--- config.mk ---
export PLATFORM = sky130hd
export DESIGN_NAME = qbus_front
export DESIGN_NICKNAME = d
export VERILOG_FILES = /design/src/rtl/qbus_pkg.sv /design/src/rtl/qbus_decode.sv /design/src/rtl/qbus_chan_regs.sv /design/src/rtl/qbus_irq_route.sv /design/src/rtl/qbus_front.sv
export SDC_FILE = /design/constraint.sdc
export NUM_CORES = 1
export LEC_CHECK = 0
export BUFFER_PORTS_ARGS = -buffer_cell sky130_fd_sc_hd__buf_4
export CAP_MARGIN = 20
export CORE_UTILIZATION = 50
export DETAILED_ROUTE_END_ITERATION = 8
export PLACE_DENSITY_LB_ADDON = 0.2
export SLEW_MARGIN = 20
export SYNTH_ARGS = -nofsm -noshare
export SYNTH_HDL_FRONTEND = slang
export SYNTH_SLANG_ARGS = --single-unit
--- constraint.sdc ---
create_clock -name clk -period 5.6 [get_ports clk]
set_clock_uncertainty 0.2 [all_clocks]
set_input_delay 1.4 -clock clk [delete_from_list [all_inputs] [get_ports clk]]
set_output_delay 1.4 -clock clk [all_outputs]
set_load 0.01 [all_outputs]
--- src/rtl/qbus_pkg.sv ---
package qbus_pkg;
  localparam int NCH = 4;
  localparam int CHW = $clog2(NCH);

  typedef struct packed {
    logic           hit;
    logic [CHW-1:0] ch;
  } chsel_t;

  typedef enum logic [1:0] {ACC_NONE = 2'd0, ACC_RD = 2'd1, ACC_WR = 2'd2} acc_e;

  // reset polarity follows the bus style
  function automatic logic f_rst_active(input logic sep, input logic pin);
    return sep ? pin : ~pin;
  endfunction

  // strobe style: exactly one active-low select picks a channel
  function automatic chsel_t f_sep_pick(input logic [NCH-1:0] sel_n);
    chsel_t r;
    int     cnt;
    r   = '0;
    cnt = 0;
    for (int i = 0; i < NCH; i++) begin
      if (!sel_n[i]) begin
        cnt++;
        r.ch = CHW'(i);
      end
    end
    r.hit = (cnt == 1);
    if (!r.hit) r.ch = '0;
    return r;
  endfunction

  // direction style: group select plus index bits
  function automatic chsel_t f_dir_pick(input logic grp_n, input logic [CHW-1:0] idx);
    chsel_t r;
    r.hit = ~grp_n;
    r.ch  = idx;
    return r;
  endfunction

  function automatic acc_e f_sep_kind(input logic rd_n, input logic wr_n);
    if (!rd_n && wr_n) return ACC_RD;
    if (!wr_n && rd_n) return ACC_WR;
    return ACC_NONE;
  endfunction

  function automatic acc_e f_dir_kind(input logic rw);
    return rw ? ACC_RD : ACC_WR;
  endfunction

  function automatic logic f_div4(input logic pin, input logic ovr);
    return ~pin | ovr;
  endfunction
endpackage

--- src/rtl/qbus_decode.sv ---
module qbus_decode
  import qbus_pkg::*;
(
  input  logic           clk,
  input  logic           rst,
  input  logic           bus_sep,
  input  logic           sel0_n,
  input  logic           xa3,
  input  logic           xa4,
  input  logic           sel3_n,
  input  logic           rd_n,
  input  logic           wr_n,
  output logic [NCH-1:0] rd_en,
  output logic [NCH-1:0] wr_en,
  output logic [CHW-1:0] pick_ch
);
  chsel_t pick_sep, pick_dir, pick;
  acc_e   kind;
  logic   ev_access;

  always_comb begin
    pick_sep = f_sep_pick({sel3_n, xa4, xa3, sel0_n});
    pick_dir = f_dir_pick(sel0_n, {xa4, xa3});
    pick     = bus_sep ? pick_sep : pick_dir;
    kind     = bus_sep ? f_sep_kind(rd_n, wr_n) : f_dir_kind(wr_n);
  end

  assign pick_ch   = pick.ch;
  assign ev_access = pick.hit && (kind != ACC_NONE);

  for (genvar i = 0; i < NCH; i++) begin : g_en
    assign rd_en[i] = ev_access && (kind == ACC_RD) && (pick.ch == CHW'(i));
    assign wr_en[i] = ev_access && (kind == ACC_WR) && (pick.ch == CHW'(i));
  end

  // at most one channel enabled
  a_r4_one_channel: assert property (@(posedge clk) disable iff (rst)
    $onehot0(rd_en | wr_en));
  // idle strobe-style bus yields no enable
  a_r4_idle_sep: assert property (@(posedge clk) disable iff (rst)
    (bus_sep && sel0_n && xa3 && xa4 && sel3_n) |-> ((rd_en | wr_en) == '0));
  // group select high in direction style yields no enable
  a_r4_idle_dir: assert property (@(posedge clk) disable iff (rst)
    (!bus_sep && sel0_n) |-> ((rd_en | wr_en) == '0));
  // lone xa3 write targets channel 1
  a_r2_ch1_map: assert property (@(posedge clk) disable iff (rst)
    (bus_sep && sel0_n && !xa3 && xa4 && sel3_n && !wr_n && rd_n) |-> (wr_en == 4'b0010));
  // direction line alone sets the transfer type
  a_r3_dir_read: assert property (@(posedge clk) disable iff (rst)
    (!bus_sep && !sel0_n && wr_n) |-> (wr_en == '0 && $onehot(rd_en)));
endmodule

--- src/rtl/qbus_chan_regs.sv ---
module qbus_chan_regs #(
  parameter int DW      = 8,
  parameter int AW      = 3,
  parameter int IRQ_IDX = 1,
  parameter int MCR_IDX = 4,
  parameter int OVR_BIT = 7
) (
  input  logic          clk,
  input  logic          rst,
  input  logic          we,
  input  logic [AW-1:0] addr,
  input  logic [DW-1:0] wdata,
  output logic [DW-1:0] rdata,
  output logic          irq_req,
  output logic          mcr_ovr
);
  localparam int DEPTH = 1 << AW;

  logic [DW-1:0] mem [DEPTH];

  always_ff @(posedge clk) begin
    if (rst) begin
      for (int i = 0; i < DEPTH; i++) mem[i] <= '0;
    end else if (we) begin
      mem[addr] <= wdata;
    end
  end

  assign rdata   = mem[addr];
  assign irq_req = mem[IRQ_IDX][0];
  assign mcr_ovr = mem[MCR_IDX][OVR_BIT];

  // a write lands in the addressed register
  a_r1_write_lands: assert property (@(posedge clk) disable iff (rst)
    we |=> (mem[$past(addr)] == $past(wdata)));
  // override bit is clear after reset
  a_r9_ovr_reset: assert property (@(posedge clk)
    rst |=> !mcr_ovr);
  // reset clears the interrupt request too
  a_r5_irq_reset: assert property (@(posedge clk)
    rst |=> !irq_req);
endmodule

--- src/rtl/qbus_irq_route.sv ---
module qbus_irq_route
  import qbus_pkg::*;
(
  input  logic           clk,
  input  logic           rst,
  input  logic           bus_sep,
  input  logic [NCH-1:0] req,
  output logic [NCH-1:0] irq_hi,
  output logic           irq_od_dl
);
  logic any_req;

  assign any_req   = |req;
  assign irq_hi    = bus_sep ? req : '0;
  assign irq_od_dl = ~bus_sep & any_req;

  // open-drain line is released in strobe style
  a_r6_od_quiet: assert property (@(posedge clk) disable iff (rst)
    bus_sep |-> !irq_od_dl);
  // separate lines are quiet in direction style
  a_r7_hi_quiet: assert property (@(posedge clk) disable iff (rst)
    !bus_sep |-> (irq_hi == '0));
  // any request pulls the shared line
  a_r7_od_pull: assert property (@(posedge clk) disable iff (rst)
    (!bus_sep && req != '0) |-> irq_od_dl);
endmodule

--- src/rtl/qbus_front.sv ---
module qbus_front
  import qbus_pkg::*;
#(
  parameter int DW = 8,
  parameter int AW = 3
) (
  input  logic           clk,
  input  logic           rst_pin,
  input  logic           bus_sep,
  input  logic           sel0_n,
  input  logic           xa3,
  input  logic           xa4,
  input  logic           sel3_n,
  input  logic           rd_n,
  input  logic           wr_n,
  input  logic [AW-1:0]  addr,
  input  logic [DW-1:0]  din,
  output logic [DW-1:0]  dout,
  output logic           dout_oe,
  input  logic           clk_sel,
  output logic [NCH-1:0] irq_hi,
  output logic           irq_od_dl,
  output logic [NCH-1:0] div4_sel
);
  logic           rst;
  logic [NCH-1:0] rd_en, wr_en, req, ovr;
  logic [CHW-1:0] pick_ch;
  logic [DW-1:0]  rdata [NCH];

  assign rst = f_rst_active(bus_sep, rst_pin);

  qbus_decode u_dec (
    .clk(clk), .rst(rst), .bus_sep(bus_sep),
    .sel0_n(sel0_n), .xa3(xa3), .xa4(xa4), .sel3_n(sel3_n),
    .rd_n(rd_n), .wr_n(wr_n),
    .rd_en(rd_en), .wr_en(wr_en), .pick_ch(pick_ch)
  );

  for (genvar i = 0; i < NCH; i++) begin : g_ch
    qbus_chan_regs #(.DW(DW), .AW(AW)) u_regs (
      .clk(clk), .rst(rst), .we(wr_en[i]), .addr(addr), .wdata(din),
      .rdata(rdata[i]), .irq_req(req[i]), .mcr_ovr(ovr[i])
    );
    assign div4_sel[i] = f_div4(clk_sel, ovr[i]);
  end

  qbus_irq_route u_irq (
    .clk(clk), .rst(rst), .bus_sep(bus_sep), .req(req),
    .irq_hi(irq_hi), .irq_od_dl(irq_od_dl)
  );

  assign dout_oe = |rd_en;
  assign dout    = dout_oe ? rdata[pick_ch] : '0;

  // output enabled only for a strobe-style read strobe
  a_r10_oe_sep: assert property (@(posedge clk) disable iff (rst)
    (bus_sep && dout_oe) |-> (!rd_n && wr_n));
  // output enabled only for a direction-style read
  a_r10_oe_dir: assert property (@(posedge clk) disable iff (rst)
    (!bus_sep && dout_oe) |-> (wr_n && !sel0_n));
  // pin low forces divide-by-4 on every channel
  a_r8_pin_div4: assert property (@(posedge clk) disable iff (rst)
    !clk_sel |-> (div4_sel == '1));
endmodule

* Word-level counts from Yosys, hierarchy flattened
Memory sizes are Yosys's and may differ from the RTL's. Index checks and enable logic that the tools add are counted.
Word-level totals: register bits after elaboration 0, bits in writable memories 256, output and inout port bits 18, memories kept 4
Memory list:
- g_ch[0].u_regs.mem | depth 8, width 8, rd ports 3, clocked after Yosys merged registers in 0, write ports 8, line qbus_chan_regs.sv:19 | logic [DW-1:0] mem [DEPTH];
- g_ch[1].u_regs.mem | depth 8, width 8, rd ports 3, clocked after Yosys merged registers in 0, write ports 8, line qbus_chan_regs.sv:19
- g_ch[2].u_regs.mem | depth 8, width 8, rd ports 3, clocked after Yosys merged registers in 0, write ports 8, line qbus_chan_regs.sv:19
- g_ch[3].u_regs.mem | depth 8, width 8, rd ports 3, clocked after Yosys merged registers in 0, write ports 8, line qbus_chan_regs.sv:19
Cells by class: add/subtract/negate cells 3, order comparisons 1, equality and inequality tests 6, multiplexer cells 50, bitwise operators 10, reductions and logical operators 23
Operator list (number):
- 32-bit two-way mux | 3
- 32-bit by 2-bit adder with 32-bit output, second input constant | 2
- 8-bit two-way mux | 7
- 32-bit by 2-bit == test with 1-bit output, second input constant | 1
- 8-bit OR reduction | 4
- 1-bit two-way mux | 24
- 2-bit two-way mux | 9
- 8-bit binary-select mux with 2-bit select | 1
- 3-bit two-way mux | 5
- 1-bit logical AND | 13
- 4-bit OR reduction | 2
- 2-bit == test, second input constant | 3
- 2-bit by 1-bit == test with 1-bit output, second input constant | 2
- 4-bit two-way mux | 1
- 1-bit inverter | 4
- 1-bit OR | 4
- 3-bit >= comparator, second input constant | 1
- 2-bit inverter with 3-bit output | 1
- 1-bit by 1-bit adder with 2-bit output, second input constant | 1
- 1-bit zero test | 2
- 2-bit zero test | 1
- 2-bit nonzero test | 1
- 1-bit AND | 1

* Longest topological paths before layout
Gate-level depths: netlist of the first run.
depth after elaboration 18, depth in mapped cells 12

* Modules after synthesis
Synthesis of the first run repeated with hierarchy kept, for this count alone.
Unflattened totals: cells, all modules 851, area total of the unflattened synthesis 12657.1 µm²
By module, submodules not included:
- qbus_chan_regs (g_ch[1].u_regs ...) | instances 3, cells an instance 192, area an instance 2992.9 µm²
- qbus_chan_regs (g_ch[0].u_regs) | instances 1, cells an instance 192, area an instance 2979.1 µm²
- qbus_decode | instances 1, cells an instance 52, area an instance 371.6 µm²
- qbus_front | instances 1, cells an instance 25, area an instance 291.5 µm²
- qbus_irq_route | instances 1, cells an instance 6, area an instance 36.3 µm²

* Least setup slack after synthesis of the first run
No wires, ideal clock.
path type input port to output port, start input port sel0_n, end output port dout[5], data arrival time 3689 ps, required time 4000 ps, slack 311 ps, cell stages on the path 10, buffers on the path 1, cell sequence inv_1 > ha_1 > buf_6 > xnor2_1 > ha_1 > nor4b_1 > or4_4 > a31oi_2 > a21oi_1 > nor4b_1
On the way: longest elaborated chain between the ends 15, elaborated cells on any way between the ends 27, those cells by class add/sub: 3; eq/ne: 4; mux: 10; bitwise: 2; reduce/logical: 8
RTL lines:
- start: declaration | line qbus_front.sv:10 | input logic sel0_n,
- 1-bit two-way mux | line qbus_pkg.sv:24 | if (!sel_n[i]) begin
- 1-bit by 1-bit adder with 2-bit output | line qbus_pkg.sv:25 | cnt++;
- 32-bit two-way mux | line qbus_pkg.sv:24
- 32-bit by 2-bit adder with 32-bit output | line qbus_pkg.sv:25
- 32-bit two-way mux | line qbus_pkg.sv:24
- 32-bit by 2-bit adder with 32-bit output | line qbus_pkg.sv:25
- 32-bit two-way mux | line qbus_pkg.sv:24
- 32-bit by 2-bit == test with 1-bit output | line qbus_pkg.sv:29 | r.hit = (cnt == 1);
- 2-bit two-way mux | line qbus_pkg.sv:30 | if (!r.hit) r.ch = '0;
- 3-bit two-way mux (*) | line qbus_decode.sv:24 | pick = bus_sep ? pick_sep : pick_dir;
- 2-bit inverter with 3-bit output (implied by the code) | line qbus_front.sv:53 | assign dout = dout_oe ? rdata[pick_ch] : '0;
- 8-bit binary-select mux with 2-bit select | line qbus_front.sv:53
- 8-bit two-way mux (implied by the code) (2 in series) | line qbus_front.sv:53
- 8-bit two-way mux (*) | line qbus_front.sv:53
- end: declaration | line qbus_front.sv:18 | output logic [DW-1:0] dout,
Every way passes the cells marked *; elsewhere a longest branch is shown, timed or not. The select of a mux whose other input is x is not followed.

* Worst setup path in the final report of the first run
start input port sel0_n, end output port dout[0]
The elaborated chain is that of the path after synthesis.

==> results.toml, run 1 <==
[floorplanning]
ios = 39
die_w_um = 158
initial_core_util = 0.513
fp.dieH_um = 158
die_area_um2 = 24900
placementRows = 56
coreArea_um2 = 23700

[final_layout]
regMostFlops = "g_ch.u_regs.mem"
syn_to_final_growth_pct = 13.8
drive_above_1_share = 0.214
largest_register_ffs = 256
fin_cells = 1409
utilization = 0.583
final_cell_area_um2 = 13800
largestRegisters = "g_ch.u_regs.mem x256"
diodes = 0
layout.nets = 1095

[power]
total_power_mw = 4.60
clkPwrFrac = 0.352
p_per_area_nw_per_um2 = 333
leakagePower_nw = 4.43
comb_power_share = 0.128
p_seq_frac = 0.520
switching_share = 0.256
p_sw_mw = 1.18
p_int_mw = 3.42
peakVddDrop_mv = 0.246

[drt]
initialDrtViolationCount = 1309
drt-total-wl_um = 37400
vias = 8706
postRouteAntennaNets = 0
dr.pass1.iters = 6
vias_per_cell = 6.18
post-route-drc-count = 0
routedWlPerCell_um = 26.6

[timing]
tightest_slew_ns = 1.16
fin_hold_ws_ns = 1.12
finalHoldViolCount = 0
final.setup.worst_slack_ns = 0.0751
fin_crit_ns = 5.52
setup_viol = 0
fmax_ghz = 0.181
min_period_over_period = 0.987
fin_setup_tns_ns = 0
slew_headroom = 0.223
slew_violations = 0

[synthesis]
synth_top_flop_cell = "edfxtp_1"
synthesis.area_um2 = 12100
postSynthAreaPerCell_um2 = 12.1
synth.area.top_cells = "edfxtp_1 (63%), nor2_1 (8.9%), mux4_2 (5.0%)"
syn_nets = 1029
async_reset_ff_frac = 0
synth_largest_area_cell = "edfxtp_1"
synth_edf_count = 256
synthCells = 1005
ys_warn_count = 0
synth_top_area_frac = 0.633
netlist-cell-type-count = 57
ys_seq_elements = 256
ys_seq_area_frac = 0.633

[min_path]
hold_depth = 3
hold_path_class = "input pin to register"
worstHoldStart = "din[2]"
min_to = "g_ch[1].u_regs.mem[0][2]$_SDFFCE_PN0P_"

[critical_path]
cp-end-kind = "output pin"
critical_path.cell_chain = "buf_4, inv_1, ha_4, xnor2_1, ha_1, nor4b_2, or4_4, a31oi_4, buf_6, o22ai_1, nor4_1, buf_4, buf_4"
required_ns = 4.00
cp_common_cell = "buf_4"
cp_slowest_cell = "or4_4"
path_class = "input pin to output pin"
cp_data_arrival_time_ns = 3.92
critical_path.top_delay_family = "simple AND/OR/NAND/NOR gates"
critPathMaxFanout = 7
timing.critical_path.buf_inv = 5
start_kind = "input pin"
slowest_delay_ns = 0.57
cp.depth = 13

[global_routing]
grt_max_degree = 49
antenna_found_initial = 0
grt_pass1_vias = 8415
grt_pass1_wl_um = 54600
grt_use_total = 0.313
grt_remaining_overflow = 0

[flow_run]
max_cap_violations = 0

[placed_design]
gp_congestion = 0.982
place_ws_ns = -0.0334
port_buffers = 38
hpwl_um = 26600
placed_cell_area_um2 = 13000
dp.cells = 1360

[clock_network]
path_clk_slew_ns = 0.06
cts_buffers = 27
holdBufCountCts = 0
clockRootBuffer = "clkbuf_16"
clockBufferDepth = 3
htreeDepth = 1
cts_tree = "yes"
cts_sinks = 256

[outcome]
status = "complete, no violations"
## per-layer routing
metal	global-route usage	vias to the layer above	wire length (um)
met4	0.123	0	1480
met1	0.443	4283	15100
met2	0.485	549	17100
met5	0	-	0
met3	0.0504	83	3780
li1	-	3791	-
## cell families after synthesis
family | Yosys count | share of synthesized area
simple gates | 444 | 0.154
flops | 256 | 0.633
compound gates | 142 | 0.0755
buf+inv | 90 | 0.0470
mux | 66 | 0.0846
xor+xnor | 4 | 0.00288
fa+ha+maj | 3 | 0.00309
## layout by cell type, fill, tap and decap left out, types with 3 or more instances in the layout
cell type,Yosys,layout
clkbuf_1,13,3
o221ai_1,6,6
nand2_1,84,84
nand2b_1,13,12
a31oi_1,4,4
nor2_1,288,288
mux2_2,23,23
mux4_2,27,27
or3b_2,3,3
a21oi_1,17,17
nor4_2,1,4
mux2i_1,16,16
clkinv_2,0,5
clkbuf_16,0,27
and2_1,7,7
o22ai_1,36,36
o2bb2ai_1,3,3
or3_1,5,4
edfxtp_1,256,256
nor4_1,7,4
nor2b_1,9,9
a211oi_1,12,12
a2bb2oi_1,3,3
nor3_1,8,7
o21ai_0,24,22
nand3_1,7,7
nand3b_1,3,3
clkinv_1,1,8
clkinvlp_4,0,4
inv_1,6,5
buf_4,6,117
o21ai_1,18,19
## tightest hold or removal path, stage by stage
cell and delay (ns):
buf_4 0.14, nand2_1 0.12, nor2_1 0.10
## power groups by stage
stage | clock (mW) | combinational (mW) | sequential [mW]
after CTS | 1.63 | 0.568 | 2.39
after detailed placement | 0 | 0.565 | 2.43
after global routing | 1.71 | 0.613 | 2.41
after global placement | 0 | 0.564 | 2.43
after floorplan | 0 | 0.321 | 2.39
final | 1.62 | 0.587 | 2.39
## what timing repair did
action	4_1_cts	5_1_grt
pin swaps	0	4
resized for setup	2	9
buffers inserted	0	1
endpoints found under the setup margin	1	7
gates cloned	0	0
## worst max path at each step
stage | slack [ns] | to | start
floorplan | 0.31 | dout[5] | sel0_n
global placement | 0.13 | dout[3] | xa3
detailed placement | -0.03 | dout[3] | xa3
CTS | 0.04 | dout[3] | xa3
global route | -0.001 | dout[0] | sel0_n
finish | 0.08 | dout[0] | sel0_n
## final cells by class
cell class                 instances  area (um^2)
fill                            2029         9860
sequential                       256         7690
multi-input combinational        659         3990
timing repair buffer             120          930
clock buffer                      30          687
tap                              319          399
clock inverter                    18         98.8
inverter                           7         26.3
## synth_stat cells, drive strengths merged (9+ instances only)
master	instances
a211oi	12
a21oi	17
buf	70
clkbuf	13
edfxtp	256
mux2	23
mux2i	16
mux4	27
nand2	84
nand2b	13
nor2	288
nor2b	9
o21ai	43
o22ai	36
Power figures use the tool's default switching activity.
==> run 2, diff against run 1 <==
--- a/config.mk
+++ b/config.mk
@@ -8,6 +8,7 @@
 export BUFFER_PORTS_ARGS = -buffer_cell sky130_fd_sc_hd__buf_4
 export CAP_MARGIN = 20
 export CORE_UTILIZATION = 50
+export CTS_BUF_LIST = sky130_fd_sc_hd__clkbuf_4 sky130_fd_sc_hd__clkbuf_8 sky130_fd_sc_hd__clkbuf_16
 export DETAILED_ROUTE_END_ITERATION = 8
 export PLACE_DENSITY_LB_ADDON = 0.2
 export SLEW_MARGIN = 20
==> constraint.sdc (replaced) <==
create_clock -name clk -period 5.6 [get_ports clk]
set_clock_uncertainty 0.2 [all_clocks]
set_input_delay 1.68 -clock clk [delete_from_list [all_inputs] [get_ports clk]]
set_output_delay 1.68 -clock clk [all_outputs]
set_load 0.01 [all_outputs]
==> run 2 against run 1 <==
Against the previous run:
- highest routed layer unchanged
- critical path depth down 1
- via count up 2.0%
- non-clock buffer count up 33
- wire length up 7.7%
- the flow now finishes with violations (setup timing)
- setup slack worse by 0.37 ns
- final area up 4.5%
- global-route usage up 2.4 points
- sequential share of layout area down 2.4 points
- largest power group unchanged
==> results.toml, run 2 (synthesized netlist as in run 1, its figures left out) <==
[outcome]
status = "finished with violations"
violations = "setup timing"

[critical_path]
required_ns = 3.72
cp-end-kind = "output pin"
cp_data_arrival_time_ns = 4.01
path_class = "input pin to output pin"
crit_start = "xa3"
start_kind = "input pin"
critPathMaxFanout = 8

[final_layout]
regMostFlops = "g_ch.u_regs.mem"
multi_input_area_um2 = 4190
most-common-layout-cells = "nor2_1 (288), edfxtp_1 (256), buf_4 (140), nand2_1 (84), o22ai_1 (30)"
largestRegisters = "g_ch.u_regs.mem x256"
drive_above_1_share = 0.254
layout.nets = 1128
largest_register_ffs = 256
utilization = 0.610
diodes = 0
layout_commonest_cell = "nor2_1"
fillers = 1987
syn_to_final_growth_pct = 18.9
seqCellArea_um2 = 7690

[power]
p_per_area_nw_per_um2 = 333
total_power_mw = 4.81
peakVddDrop_mv = 0.275
leakagePower_nw = 4.69

[clock_network]
cts_buffers = 27
holdBufCountCts = 0
clockRootBuffer = "clkbuf_16"
cts_sinks = 256
cts_tree = "yes"
path_clk_slew_ns = 0.06
htreeDepth = 1
clockBufferDepth = 3

[floorplanning]
die_area_um2 = 24900
ios = 39
placementRows = 56
coreArea_um2 = 23700
die_w_um = 158
initial_core_util = 0.513
fp.dieH_um = 158

[global_routing]
antenna_found_initial = 0
grt_pass1_vias = 8542
grt_pass1_wl_um = 57800
grt_remaining_overflow = 0
grt_max_degree = 31
grt_use_total = 0.337

[timing]
rsz0062_at_grt = "true"
setup_viol = 9
finalHoldViolCount = 0
final.setup.worst_slack_ns = -0.292
slew_headroom = 0.272
fin_setup_tns_ns = -2.01
tightest_slew_ns = 1.09
min_period_over_period = 1.05
fin_hold_ws_ns = 1.41
fin_crit_ns = 5.89
fmax_ghz = 0.170
slew_violations = 0

[min_path]
hold_depth = 3
hold_path_class = "input pin to register"
worstHoldStart = "din[2]"
min_to = "g_ch[0].u_regs.mem[6][2]$_SDFFCE_PN0P_"

[drt]
routedWlPerCell_um = 28.0
initialDrtViolationCount = 1108
vias_per_cell = 6.17
drt-total-wl_um = 40300
vias = 8883
post-route-drc-count = 0
postRouteAntennaNets = 0
dr.pass1.iters = 5

[flow_run]
max_cap_violations = 0

[placed_design]
gp_congestion = 0.973
port_buffers = 38
hpwl_um = 29500
-- run 2: cell types whose count changed in the layout (fill, tap and decap cells not counted), moves of 3 or more --
cell / previous run / this run
buf_4: 117 / 140
clkinv_2: 5 / 2
clkbuf_1: 3 / 0
nor4_4: 0 / 7
clkbuf_4: 0 / 4
o22ai_1: 36 / 30
o22ai_2: 0 / 4
nor4_1: 4 / 1
buf_12: 2 / 10
a211oi_1: 12 / 9
nor4_2: 4 / 0
-- run 2: worst max-delay path by stage --
stage	end	slack (ns)	cells past startpoint
final	dout[0]	-0.29	12
after detailed placement	dout[0]	-0.42	12
after CTS	dout[0]	-0.29	12
after global placement	dout[0]	-0.35	12
after floorplan	dout[7]	-0.009	10
after global routing	dout[1]	-0.34	13
-- run 2: critical path, stage by stage --
cell and delay, ns:
buf_12 0.10, inv_12 0.03, ha_4 0.23, xnor2_2 0.13, ha_1 0.31, nor4b_2 0.06, or4_4 0.57, a31oi_4 0.21
buf_12 0.17, o22ai_2 0.09, nor4_4 0.24, buf_4 0.19
-- run 2: repair_timing --
item | 4_1_cts | 5_1_grt
pin swaps | 3 | 1
gates resized for setup | 12 | 3
buffers inserted | 6 | 1
setup endpoints to repair | 9 | 9
-- run 2: report_power, final --
part | internal, mW | switching (mW)
registers | 2.33 | 0.0781
logic | 0.258 | 0.408
clock network | 0.992 | 0.753
-- run 2: area by class of cell --
class | count | share of cell area
clock buffer | 31 | 0.0489
clock inverter | 14 | 0.00944
inverter | 7 | 0.00286
multi-input combinational | 659 | 0.290
sequential | 256 | 0.532
tap | 319 | 0.0276
timing repair buffer | 153 | 0.0890
-- run 2: metal layers --
metal,up-vias,track usage,part of all wire
met5,-,0,0
li1,3853,-,-
met1,4443,0.457,0.39
met3,86,0.0714,0.10
met2,501,0.533,0.47
met4,0,0.129,0.040
-- run 2: through the flow --
| step | setup WS, ns | cells | cell area, um^2 |
|---|---|---|---|
| after floorplan | -0.00895 | 1005 | 12400 |
| after global placement | -0.346 | 1387 | 13500 |
| after detailed placement | -0.420 | 1387 | 13500 |
| after CTS | -0.292 | 1438 | 14400 |
| after global routing | -0.340 | 1439 | 14400 |
| final | -0.292 | 1439 | 14400 |
